[config.mk]
export PLATFORM = sky130hd
export DESIGN_NAME = mem_sleep_ctrl
export DESIGN_NICKNAME = d
export VERILOG_FILES = /design/src/rtl/mem_sleep_ctrl.sv
export SDC_FILE = /design/constraint.sdc
export NUM_CORES = 1
export LEC_CHECK = 0
export BUFFER_PORTS_ARGS = -buffer_cell sky130_fd_sc_hd__buf_2
export CAP_MARGIN = 30
export CORE_AREA = 5 5 42 44
export DETAILED_ROUTE_END_ITERATION = 8
export DIE_AREA = 0 0 47 49
export PLACE_DENSITY_LB_ADDON = 0.15
export SKIP_CTS_REPAIR_TIMING = 1
export SLEW_MARGIN = 20
export SYNTH_ARGS = -nofsm -noshare
export SYNTH_HDL_FRONTEND = slang
export SYNTH_SLANG_ARGS = --single-unit
[constraint.sdc]
create_clock -name clk -period 2.8 [get_ports clk]
set_clock_uncertainty 0.05 [all_clocks]
set_input_delay 0.28 -clock clk [delete_from_list [all_inputs] [get_ports clk]]
set_output_delay 0.28 -clock clk [all_outputs]
set_load 0.05 [all_outputs]
[src/rtl/mem_sleep_ctrl.sv]
module mem_sleep_ctrl #(
  parameter int NSEL      = 3,
  parameter int ENTER_CYC = 2,
  parameter int EXIT_CYC  = 2
) (
  input  logic            clk,
  input  logic            rst_n,
  input  logic            sleep_req,
  input  logic [NSEL-1:0] chip_sel,
  input  logic            addr_stb_a,
  input  logic            addr_stb_b,
  output logic            access_en,
  output logic            asleep,
  output logic            abort_pend,
  output logic            proto_err
);
  localparam int MAXC = (ENTER_CYC > EXIT_CYC) ? ENTER_CYC : EXIT_CYC;
  localparam int CW   = (MAXC > 1) ? $clog2(MAXC) : 1;

  typedef enum logic [1:0] {AWAKE, ENTERING, SLEEP, EXITING} st_t;

  st_t         state;
  logic [1:0]  sync;
  logic [CW-1:0] cnt;
  logic        req_s, any_act, busy;

  assign req_s      = sync[1];
  assign any_act    = (|chip_sel) | addr_stb_a | addr_stb_b;
  assign busy       = (state != AWAKE);
  assign access_en  = (state == AWAKE);
  assign asleep     = (state == SLEEP);
  assign abort_pend = (state == AWAKE) && req_s;

  always_ff @(posedge clk or negedge rst_n)
    if (!rst_n) sync <= '0;
    else        sync <= {sync[0], sleep_req};

  always_ff @(posedge clk or negedge rst_n) begin
    if (!rst_n) begin
      state <= AWAKE;
      cnt   <= '0;
    end else begin
      case (state)
        AWAKE:    if (req_s) begin state <= ENTERING; cnt <= CW'(ENTER_CYC - 1); end
        ENTERING: if (cnt == '0) state <= SLEEP; else cnt <= cnt - 1'b1;
        SLEEP:    if (!req_s) begin state <= EXITING; cnt <= CW'(EXIT_CYC - 1); end
        default:  if (cnt == '0) state <= AWAKE; else cnt <= cnt - 1'b1;
      endcase
    end
  end

  always_ff @(posedge clk or negedge rst_n)
    if (!rst_n) proto_err <= 1'b0;
    else if ((busy && any_act) || (abort_pend && |chip_sel)) proto_err <= 1'b1;

  p_sleep_from_enter_r3: assert property (@(posedge clk) disable iff (!rst_n)
    $rose(asleep) |-> $past(state == ENTERING));
  p_awake_from_exit_r4: assert property (@(posedge clk) disable iff (!rst_n)
    $rose(access_en) |-> $past(state == EXITING));
  p_abort_single_r6: assert property (@(posedge clk) disable iff (!rst_n)
    abort_pend |=> !abort_pend);
  p_entry_select_r7: assert property (@(posedge clk) disable iff (!rst_n)
    (abort_pend && |chip_sel) |=> proto_err);
  p_busy_access_r8: assert property (@(posedge clk) disable iff (!rst_n)
    (busy && any_act) |=> proto_err);
  p_err_sticky_r9: assert property (@(posedge clk) disable iff (!rst_n)
    proto_err |=> proto_err);
  p_no_skip_r10: assert property (@(posedge clk) disable iff (!rst_n)
    (state == ENTERING) |=> (state inside {ENTERING, SLEEP}));
endmodule

==> out/qor.yml, run 1 <==
outcome:
  outcome: "finished, final reports clean"
power:
  ir_drop_mv: 0.316
  p_sw_uw: 207
  clkPwrFrac_pct: 16.0
  p_leak_nw: 0.213
  power_density_nw_per_um2: 1090
  p_sw_share_pct: 44.2
  seqPwrFrac_pct: 28.1
  power_frac_comb_pct: 56.0
  power_uw: 469
  cellInternalPower_uw: 261
placed_design:
  dp_worst_setup_slack_ps: 1070
  place_area_um2: 397
  place.gp.congestion: 0.601
  place_hpwl_um: 517
  portBuffers: 11
logic_synthesis:
  synth.avg_cell_area_um2: 11.1
  synth-seq-area-share_pct: 46.7
  yosys_warnings: 0
  synth_nets: 40
  ys_seq_elements: 6
  synthCells: 29
  synth_cell_types: 18
  synth_area_um2: 322
critical_path:
  crit_chain: "inv_1 > ha_1 > and2_2 > buf_2"
  crit_required_ps: 2470
  regToRegSetupSlack_ps: 1100
  endpoint: "abort_pend"
  startpoint_type: "flip-flop"
  reg2reg_depth: 5
  startpoint: "state[1]$_DFFE_PN0P_"
  cp.arrival_ps: 1460
  r2r_end: "state[1]$_DFFE_PN0P_"
  critPathCaptureType: "primary output"
  worstReg2RegStart: "state[1]$_DFFE_PN0P_"
  slowest_delay_ps: 380
  crit_type: "reg -> out"
  crit_slowest_cell: "dfrtp_1"
  cp_max_fo: 10
layout:
  area_growth_pct: 33.5
  num-fill-cells: 155
  mostFrequentLayoutCells: "buf_2 (11), dfrtp_1 (6), ha_1 (3), clkbuf_4 (3)"
  layout_commonest_cell: "buf_2"
  nNetsFinal: 57
  diodes: 0
  fin_area_um2: 429
  final_layout_size_suffix_gt1_share_pct: 38.6
floorplan:
  die_w_um: 47
  fp.dieH_um: 49
  pin_count: 12
  num_rows: 14
  core_area_um2: 1400
  start_util_pct: 22.9
  dieArea_um2: 2300
routing:
  drc_errors: 0
  routedWlPerCell_um: 10.1
  num_vias: 263
  avgViaCountPerCell: 4.38
  drt_wl_total_um: 608
  drtPass1Iterations: 1
  ant_nets: 0
  drt_iter0_markers: 0
sta:
  fin_crit_sh_pct: 63.8
  setup_viol: 0
  layout_setup_ws_ps: 1010
  finalMaxSlewViolations: 0
  fmax_mhz: 560
  hold_viol: 0
  fin_tns_setup_ps: 0
  rsz0062_at_grt: "no"
  period_needed_ps: 1790
  slew_headroom_pct: 81.8
  worst_pin_slew_ps: 273
grt:
  track_usage_pct: 6.52
  grt_max_degree: 11
  grt_pass1_vias: 265
  grt_overflow: 0
  grt_pass1_wl_um: 1030
  antenna_found_initial: 0
clocking:
  cts.sink_count: 6
  cts.htree.levels: 1
  cts_buffer_depth: 2
  root_buffer: "clkbuf_4"
  insertion_delay_ps: 240
  clk_pin_slew_ps: 40
  cts_tree: "done"
  cts_buffers: 3
hold_path:
  hold_class: "in -> reg"
flow_run:
  drv_cap: 0
==> registers in the layout (all words and copies together), names as in the netlist <==
name / count
state: 2
proto_err: 1
sync: 2
cnt: 1
==> cell type report <==
cell class                 count  area, µm²  share of cell area, %
inverter                       2       7.51                   1.75
multi-input combinational     21        164                   38.2
clock buffer                   3       22.5                   5.25
sequential                     6        150                   35.0
timing repair buffer          12       65.1                   15.2
tap                           16       20.0                   4.66
==> how the worst min path moves through the flow <==
stage | from | endpoint | slack [ps] | depth (start not counted)
after floorplan | rst_n | cnt$_DFFE_PN0P_ | -70 | 0
after global placement | rst_n | state[1]$_DFFE_PN0P_ | 50 | 1
after detailed placement | rst_n | state[1]$_DFFE_PN0P_ | 50 | 1
after CTS | rst_n | state[1]$_DFFE_PN0P_ | -210 | 1
after global routing | sleep_req | sync[0]$_DFF_PN0_ | 90 | 1
final | sleep_req | sync[0]$_DFF_PN0_ | 100 | 1
==> through the flow <==
step / hold WS [ps] / std cells / util, %
after global placement: 53.1 / 56 / 28.3
after global routing: 94.0 / 60 / 30.6
final: 98.4 / 60 / 30.6
after detailed placement: 54.7 / 56 / 28.3
after CTS: -205 / 59 / 29.9
after floorplan: -65.6 / 29 / -
==> metal layers <==
metal	share of wire [%]	vias up	track usage, %
li1	-	135	-
met1	38	119	8.09
met2	52	7	8.60
met3	6.1	2	1.11
met4	2.6	0	6.91
met5	0	-	0
==> worst max-delay path, delay by kind of cell (launching register included) <==
family	cells	cell delay, ps
buffers and inverters	2	340
adders and majority gates	1	300
and+or+nand+nor	1	190
DFF	1	380
==> cells by family after synthesis <==
kind of cell / after synthesis / synth area share [%]
fa+ha+maj: 3 / 11.7
buf+inv: 2 / 2.34
simple gates: 9 / 17.1
compound gates: 8 / 18.7
flops: 6 / 46.7
mux: 1 / 3.50
==> power by group through the flow <==
stage | Combinational [mW] | Clock [mW] | Sequential [mW]
after floorplan | 0.219 | 0 | 0.128
after global placement | 0.262 | 0 | 0.132
after detailed placement | 0.266 | 0 | 0.133
after CTS | 0.267 | 0.0805 | 0.131
after global routing | 0.288 | 0.0823 | 0.135
final | 0.262 | 0.0749 | 0.132
==> Yosys cell counts <==
cell | n | area (µm²)
o32a_2 | 1 | 11.3
nand3b_1 | 1 | 7.51
inv_1 | 2 | 7.51
mux2_2 | 1 | 11.3
o21bai_1 | 2 | 15.0
nor2b_1 | 2 | 12.5
a221oi_1 | 1 | 8.76
nand2_1 | 1 | 3.75
o21ai_0 | 2 | 10.0
or3b_1 | 1 | 8.76
and2_2 | 1 | 7.51
nor2_1 | 1 | 3.75
nor3_1 | 1 | 5.00
dfrtp_1 | 6 | 150
or3_1 | 1 | 6.26
a21boi_0 | 1 | 7.51
a22oi_1 | 1 | 7.51
ha_1 | 3 | 37.5
Note: power is estimated with default switching activity, not from simulation.
==> run 2, diff against run 1 <==
==> constraint.sdc (replaced) <==
create_clock -name clk -period 1.68 [get_ports clk]
set_clock_uncertainty 0.05 [all_clocks]
set_input_delay 0.168 -clock clk [delete_from_list [all_inputs] [get_ports clk]]
set_output_delay 0.168 -clock clk [all_outputs]
set_load 0.05 [all_outputs]
==> run 2 against run 1 <==
Net effect: combinational power up 120%; clock power up 64%; final area up 14%; via count up 2.3%; cell count up 5.0%; critical path depth up 1; register-to-register slack worse by 1000 ps; global-route usage up 0.64 points; die area unchanged; first-iteration DRC count up 2; clock-buffer cell count unchanged; largest power group unchanged; highest routed layer is now met3.
==> out/qor.yml, run 2 (synthesis gave the netlist of run 1 again) <==
outcome:
  outcome: "finished, final reports clean"
routing:
  routedWlPerCell_um: 10.8  # +6.8%
  drt_wl_total_um: 682  # +12%
  drt_iter0_markers: 2  # +2
  avgViaCountPerCell: 4.27  # -2.6%
  drtPass1Iterations: 2  # +1
  num_vias: 269  # +2.3%
  ant_nets: 0  # unchanged
  drc_errors: 0  # unchanged
layout:
  area_growth_pct: 51.8
  nNetsFinal: 60  # +5.3%
  diodes: 0  # unchanged
  layout_commonest_cell: "buf_2"
  mostFrequentLayoutCells: "buf_2 (10), dfrtp_1 (6), clkbuf_4 (4)"
  final_cells: 63  # +5.0%
  largest_registers: "state: 2 flops, sync: 2 flops"
  fin_area_um2: 488  # +14%
  final_layout_size_suffix_gt1_share_pct: 48.9  # +10 points
floorplan:
  die_w_um: 47  # unchanged
  start_util_pct: 22.9  # unchanged
  num_rows: 14  # unchanged
  pin_count: 12  # unchanged
  core_area_um2: 1400  # unchanged
  fp.dieH_um: 49  # unchanged
  dieArea_um2: 2300  # unchanged
clocking:
  cts.sink_count: 6  # unchanged
  root_buffer: "clkbuf_4"
  cts_tree: "done"
  cts_buffer_depth: 2  # unchanged
  clk_pin_slew_ps: 40  # about the same
  cts.htree.levels: 1  # unchanged
  insertion_delay_ps: 230  # about the same
  cts_buffers: 3  # unchanged
critical_path:
  critPathCaptureType: "primary output"
  cp.arrival_ps: 1370  # -90 ps
  startpoint_type: "flip-flop"
  crit_type: "reg -> out"
  cp_max_fo: 7  # -3
  crit_slowest_cell: "dfrtp_1"
  slowest_delay_ps: 400  # +20 ps
  crit_required_ps: 1460  # -1010 ps
  crit_chain: "inv_2 > ha_4 > buf_4 > and2_2 > clkbuf_4"
placed_design:
  place.gp.congestion: 0.642  # +6.9%
  dp_cells: 58  # +3.6%
  place_hpwl_um: 570  # +10%
  place_area_um2: 437  # +10%
  portBuffers: 11  # unchanged
sta:
  fmax_mhz: 629
  fin_crit_sh_pct: 94.6
  fin_hold_ws_ps: 184  # +85.7 ps
  finalMaxSlewViolations: 0  # unchanged
  rsz0062_at_grt: "no"
  setup_viol: 0  # unchanged
  worst_pin_slew_ps: 253  # -20.1 ps
  slew_headroom_pct: 83.3  # +1.5 points
  hold_viol: 0  # unchanged
  period_needed_ps: 1590
power:
  p_leak_nw: 0.228  # +7.4%
  ir_drop_mv: 0.631  # +99%
  power_density_nw_per_um2: 1860  # +71%
flow_run:
  drv_cap: 0  # unchanged
grt:
  grt_pass1_wl_um: 1180  # +15%
  track_usage_pct: 7.17  # +0.64 points
  grt_overflow: 0  # unchanged
  grt_max_degree: 9  # -2
  antenna_found_initial: 0  # unchanged
  grt_pass1_vias: 284  # +7.2%
hold_path:
  hold_class: "in -> reg"
==> run 2: worst paths after layout <==
check	from	to	slack, ps	depth (start not counted)
setup / recovery	state[0]$_DFFE_PN0P_	abort_pend	90	5
max in group asynchronous	rst_n	cnt$_DFFE_PN0P_	1220	2
hold reg to reg	sync[0]$_DFF_PN0_	sync[1]$_DFF_PN0_	290	0
setup reg to reg	state[0]$_DFFE_PN0P_	state[0]$_DFFE_PN0P_	100	6
hold / removal	addr_stb_b	proto_err$_DFFE_PN0P_	180	3
min in group asynchronous	rst_n	sync[1]$_DFF_PN0_	230	2
==> run 2: final cells by class <==
| type | instances | area [µm²] |
|---|---|---|
| Sequential cell | 6 | 150 |
| Tap cell | 16 | 20.0 |
| Clock buffer | 3 | 22.5 |
| Timing Repair Buffer | 15 | 92.6 |
| Inverter | 2 | 7.51 |
| Fill cell | 153 | 913 |
| Multi-Input combinational cell | 21 | 195 |
==> run 2: where the power goes <==
part           internal, mW  switching, mW  leakage, nW  total, mW
sequential            0.186         0.0360       0.0688      0.222
clock                0.0802         0.0430       0.0138      0.123
combinational         0.248          0.316        0.146      0.564
==> run 2: worst max-delay path, delay by kind of cell (launching register included) <==
| kind | cells | cell delay [ps] |
|---|---|---|
| buf+inv | 3 | 460 |
| flops | 1 | 400 |
| fa+ha+maj | 1 | 150 |
| simple gates | 1 | 130 |
==> run 2: layer usage <==
layer  wire length [µm]  track usage [%]  vias up  share of wire (%)
met4                  0             5.53        0                  0
met1                279             9.23      124                 41
met2                372             10.2        4                 55
met5                  0                0        -                  0
li1                   -                -      141                  -
met3                 30             1.11        0                4.4
==> run 2: per-stage QoR <==
stage	setup TNS [ps]	power [mW]	utilization [%]	setup WS [ps]
6_report	0	0.909	34.8	91.4
5_1_grt	0	0.989	34.8	9.48
4_1_cts	-18.5	0.900	32.8	-18.5
3_5_place_dp	0	0.769	31.2	22.8
3_3_place_gp	0	0.753	31.2	48.6
2_1_floorplan	0	0.650	-	0.271
==> run 3, diff against run 2 <==
--- a/config.mk
+++ b/config.mk
@@ -8,6 +8,7 @@
 export BUFFER_PORTS_ARGS = -buffer_cell sky130_fd_sc_hd__buf_2
 export CAP_MARGIN = 30
 export CORE_AREA = 5 5 42 44
+export CTS_BUF_LIST = sky130_fd_sc_hd__clkbuf_4
 export DETAILED_ROUTE_END_ITERATION = 8
 export DIE_AREA = 0 0 47 49
 export PLACE_DENSITY_LB_ADDON = 0.15
==> constraint.sdc (replaced) <==
create_clock -name clk -period 1.8 [get_ports clk]
set_clock_uncertainty 0.05 [all_clocks]
set_input_delay 0.18 -clock clk [delete_from_list [all_inputs] [get_ports clk]]
set_output_delay 0.18 -clock clk [all_outputs]
set_load 0.05 [all_outputs]
==> run 3 against run 2 <==
Net effect: first-iteration DRC count fell by 50%; final area down 9.0%; die area stayed put; largest power group unchanged; register-to-register slack better by 60 ps; highest routed layer is now met4; critical path depth is the same; wire length decreased by 6.0%.
==> out/qor.yml, run 3 (synthesis gave the netlist of run 1 again) <==
floorplan:
  start_util_pct: 22.9  # unchanged
  die_w_um: 47  # unchanged
  fp.dieH_um: 49  # unchanged
  dieArea_um2: 2300  # unchanged
  pin_count: 12  # unchanged
  num_rows: 14  # unchanged
  core_area_um2: 1400  # unchanged
placed_design:
  dp_worst_setup_slack_ps: 151  # +129 ps
  place_hpwl_um: 523  # -8.2%
  place.gp.congestion: 0.627  # -2.3%
  place_area_um2: 402  # -8.0%
  portBuffers: 11  # unchanged
layout:
  area_growth_pct: 38.1
  mostFrequentLayoutCells: "buf_2 (11), dfrtp_1 (6), clkbuf_4 (3)"
  final_util_pct: 31.7  # -3.1 points
  fin_area_um2: 444  # -9.0%
  layout_commonest_cell: "buf_2"
  nNetsFinal: 58  # -3.3%
  largest_registers: "state: 2 flops, sync: 2 flops"
  final_layout_size_suffix_gt1_share_pct: 42.2  # -6.7 points
  diodes: 0  # unchanged
routing:
  routedWlPerCell_um: 10.5  # -2.9%
  ant_nets: 0  # unchanged
  avgViaCountPerCell: 4.20  # -1.7%
  drt_iter0_markers: 1  # -1
  drc_errors: 0  # unchanged
  drtPass1Iterations: 2  # unchanged
  drt_wl_total_um: 641  # -6.0%
  num_vias: 256  # -4.8%
clocking:
  cts_buffer_depth: 2  # unchanged
  cts.sink_count: 6  # unchanged
  clk_pin_slew_ps: 40  # about the same
  cts_buffers: 3  # unchanged
  root_buffer: "clkbuf_4"
  insertion_delay_ps: 240  # about the same
  cts_tree: "done"
  cts.htree.levels: 1  # unchanged
critical_path:
  regToRegSetupSlack_ps: 160  # +60 ps
  r2r_end: "state[1]$_DFFE_PN0P_"
  crit_required_ps: 1870  # +410 ps
  crit_slowest_cell: "dfrtp_1"
  reg2reg_depth: 5  # -1
  worstReg2RegStart: "state[0]$_DFFE_PN0P_"
  crit_chain: "inv_1 > ha_2 > o21bai_1 > a221oi_1 > mux2_2"
  cp_max_fo: 10  # +3
  slowest_delay_ps: 390  # about the same
  cp.arrival_ps: 1710  # +340 ps
  crit_type: "reg -> reg"
  critPathCaptureType: "flip-flop"
  startpoint_type: "flip-flop"
  startpoint: "state[0]$_DFFE_PN0P_"
sta:
  period_needed_ps: 1640
  fin_tns_setup_ps: 0  # unchanged
  fmax_mhz: 610
  finalMaxSlewViolations: 0  # unchanged
  setup_viol: 0  # unchanged
  hold_viol: 0  # unchanged
  slew_headroom_pct: 82.4  # -0.83 points
  rsz0062_at_grt: "no"
  layout_setup_ws_ps: 161  # +70.0 ps
  fin_crit_sh_pct: 91.0
  worst_pin_slew_ps: 263  # +10.8 ps
grt:
  track_usage_pct: 7.08  # -0.086 points
  grt_pass1_vias: 272  # -4.2%
  grt_overflow: 0  # unchanged
  antenna_found_initial: 0  # unchanged
  grt_max_degree: 11  # +2
  grt_pass1_wl_um: 1150  # -2.3%
power:
  p_sw_uw: 331  # -16%
  cellInternalPower_uw: 417  # -19%
  p_leak_nw: 0.214  # -6.3%
  seqPwrFrac_pct: 27.5  # +3.1 points
  power_uw: 748  # -18%
  power_density_nw_per_um2: 1680  # -9.6%
  p_sw_share_pct: 44.3  # +0.78 points
  clkPwrFrac_pct: 15.8  # +2.2 points
  ir_drop_mv: 0.578  # -8.3%
  power_frac_comb_pct: 56.7  # -5.3 points
hold_path:
  hold_end: "proto_err$_DFFE_PN0P_"
  whs_path_depth: 3  # unchanged
  hold_class: "in -> reg"
  hp-start: "addr_stb_a"
flow_run:
  drv_cap: 0  # unchanged
outcome:
  outcome: "finished, final reports clean"
==> run 3: cell types whose count changed in the layout (fill, tap and decap cells not counted), sizes merged <==
cell	before	now
buf	12	11
clkbuf	4	3
==> run 3: worst max-delay path by stage <==
stage / to / slack (ps) / depth (start not counted)
after floorplan: state[1]$_DFFE_PN0P_ / 50 / 5
after CTS: state[1]$_DFFE_PN0P_ / 150 / 5
after detailed placement: state[1]$_DFFE_PN0P_ / 150 / 5
after global routing: state[1]$_DFFE_PN0P_ / 50 / 5
final: state[1]$_DFFE_PN0P_ / 160 / 5
after global placement: state[1]$_DFFE_PN0P_ / 160 / 5
==> run 3: power groups by stage <==
| stage | logic, mW | registers (mW) | clock network [mW] |
|---|---|---|---|
| floorplan | 0.352 | 0.199 | 0 |
| global placement | 0.416 | 0.206 | 0 |
| detailed placement | 0.426 | 0.207 | 0 |
| CTS | 0.426 | 0.205 | 0.128 |
| global route | 0.469 | 0.209 | 0.131 |
| finish | 0.424 | 0.206 | 0.119 |
==> run 3: final cells by class <==
cell class,instances,area [µm²]
multi-input cells,21,169
flip-flops and latches,6,150
inverters,2,7.51
repair buffers,13,75.1
clock buffers,3,22.5
well taps,16,20.0
fillers,155,957
==> run 3: worst max-delay path, delay by kind of cell, from the launching register on <==
| kind | cells | cell delay (ps) |
|---|---|---|
| AO/OA/AOI/OAI | 2 | 360 |
| adder cells (fa/ha/maj) | 1 | 260 |
| buffers and inverters | 1 | 90 |
| flip-flops | 1 | 390 |
| multiplexers | 1 | 370 |
==> run 3: layer usage <==
metal | global-route usage (%) | part of all wire, % | up-vias
li1 | - | - | 137
met1 | 8.50 | 42 | 110
met2 | 9.50 | 49 | 7
met3 | 1.85 | 6.2 | 2
met4 | 6.91 | 2.2 | 0
met5 | 0 | 0 | -
==> run 3: metrics by stage <==
| stage | instances | hold WS (ps) |
|---|---|---|
| 2_1_floorplan | 29 | -166 |
| 3_3_place_gp | 56 | -46.4 |
| 3_5_place_dp | 56 | -43.3 |
| 4_1_cts | 59 | -306 |
| 5_1_grt | 61 | 223 |
| 6_report | 61 | 206 |
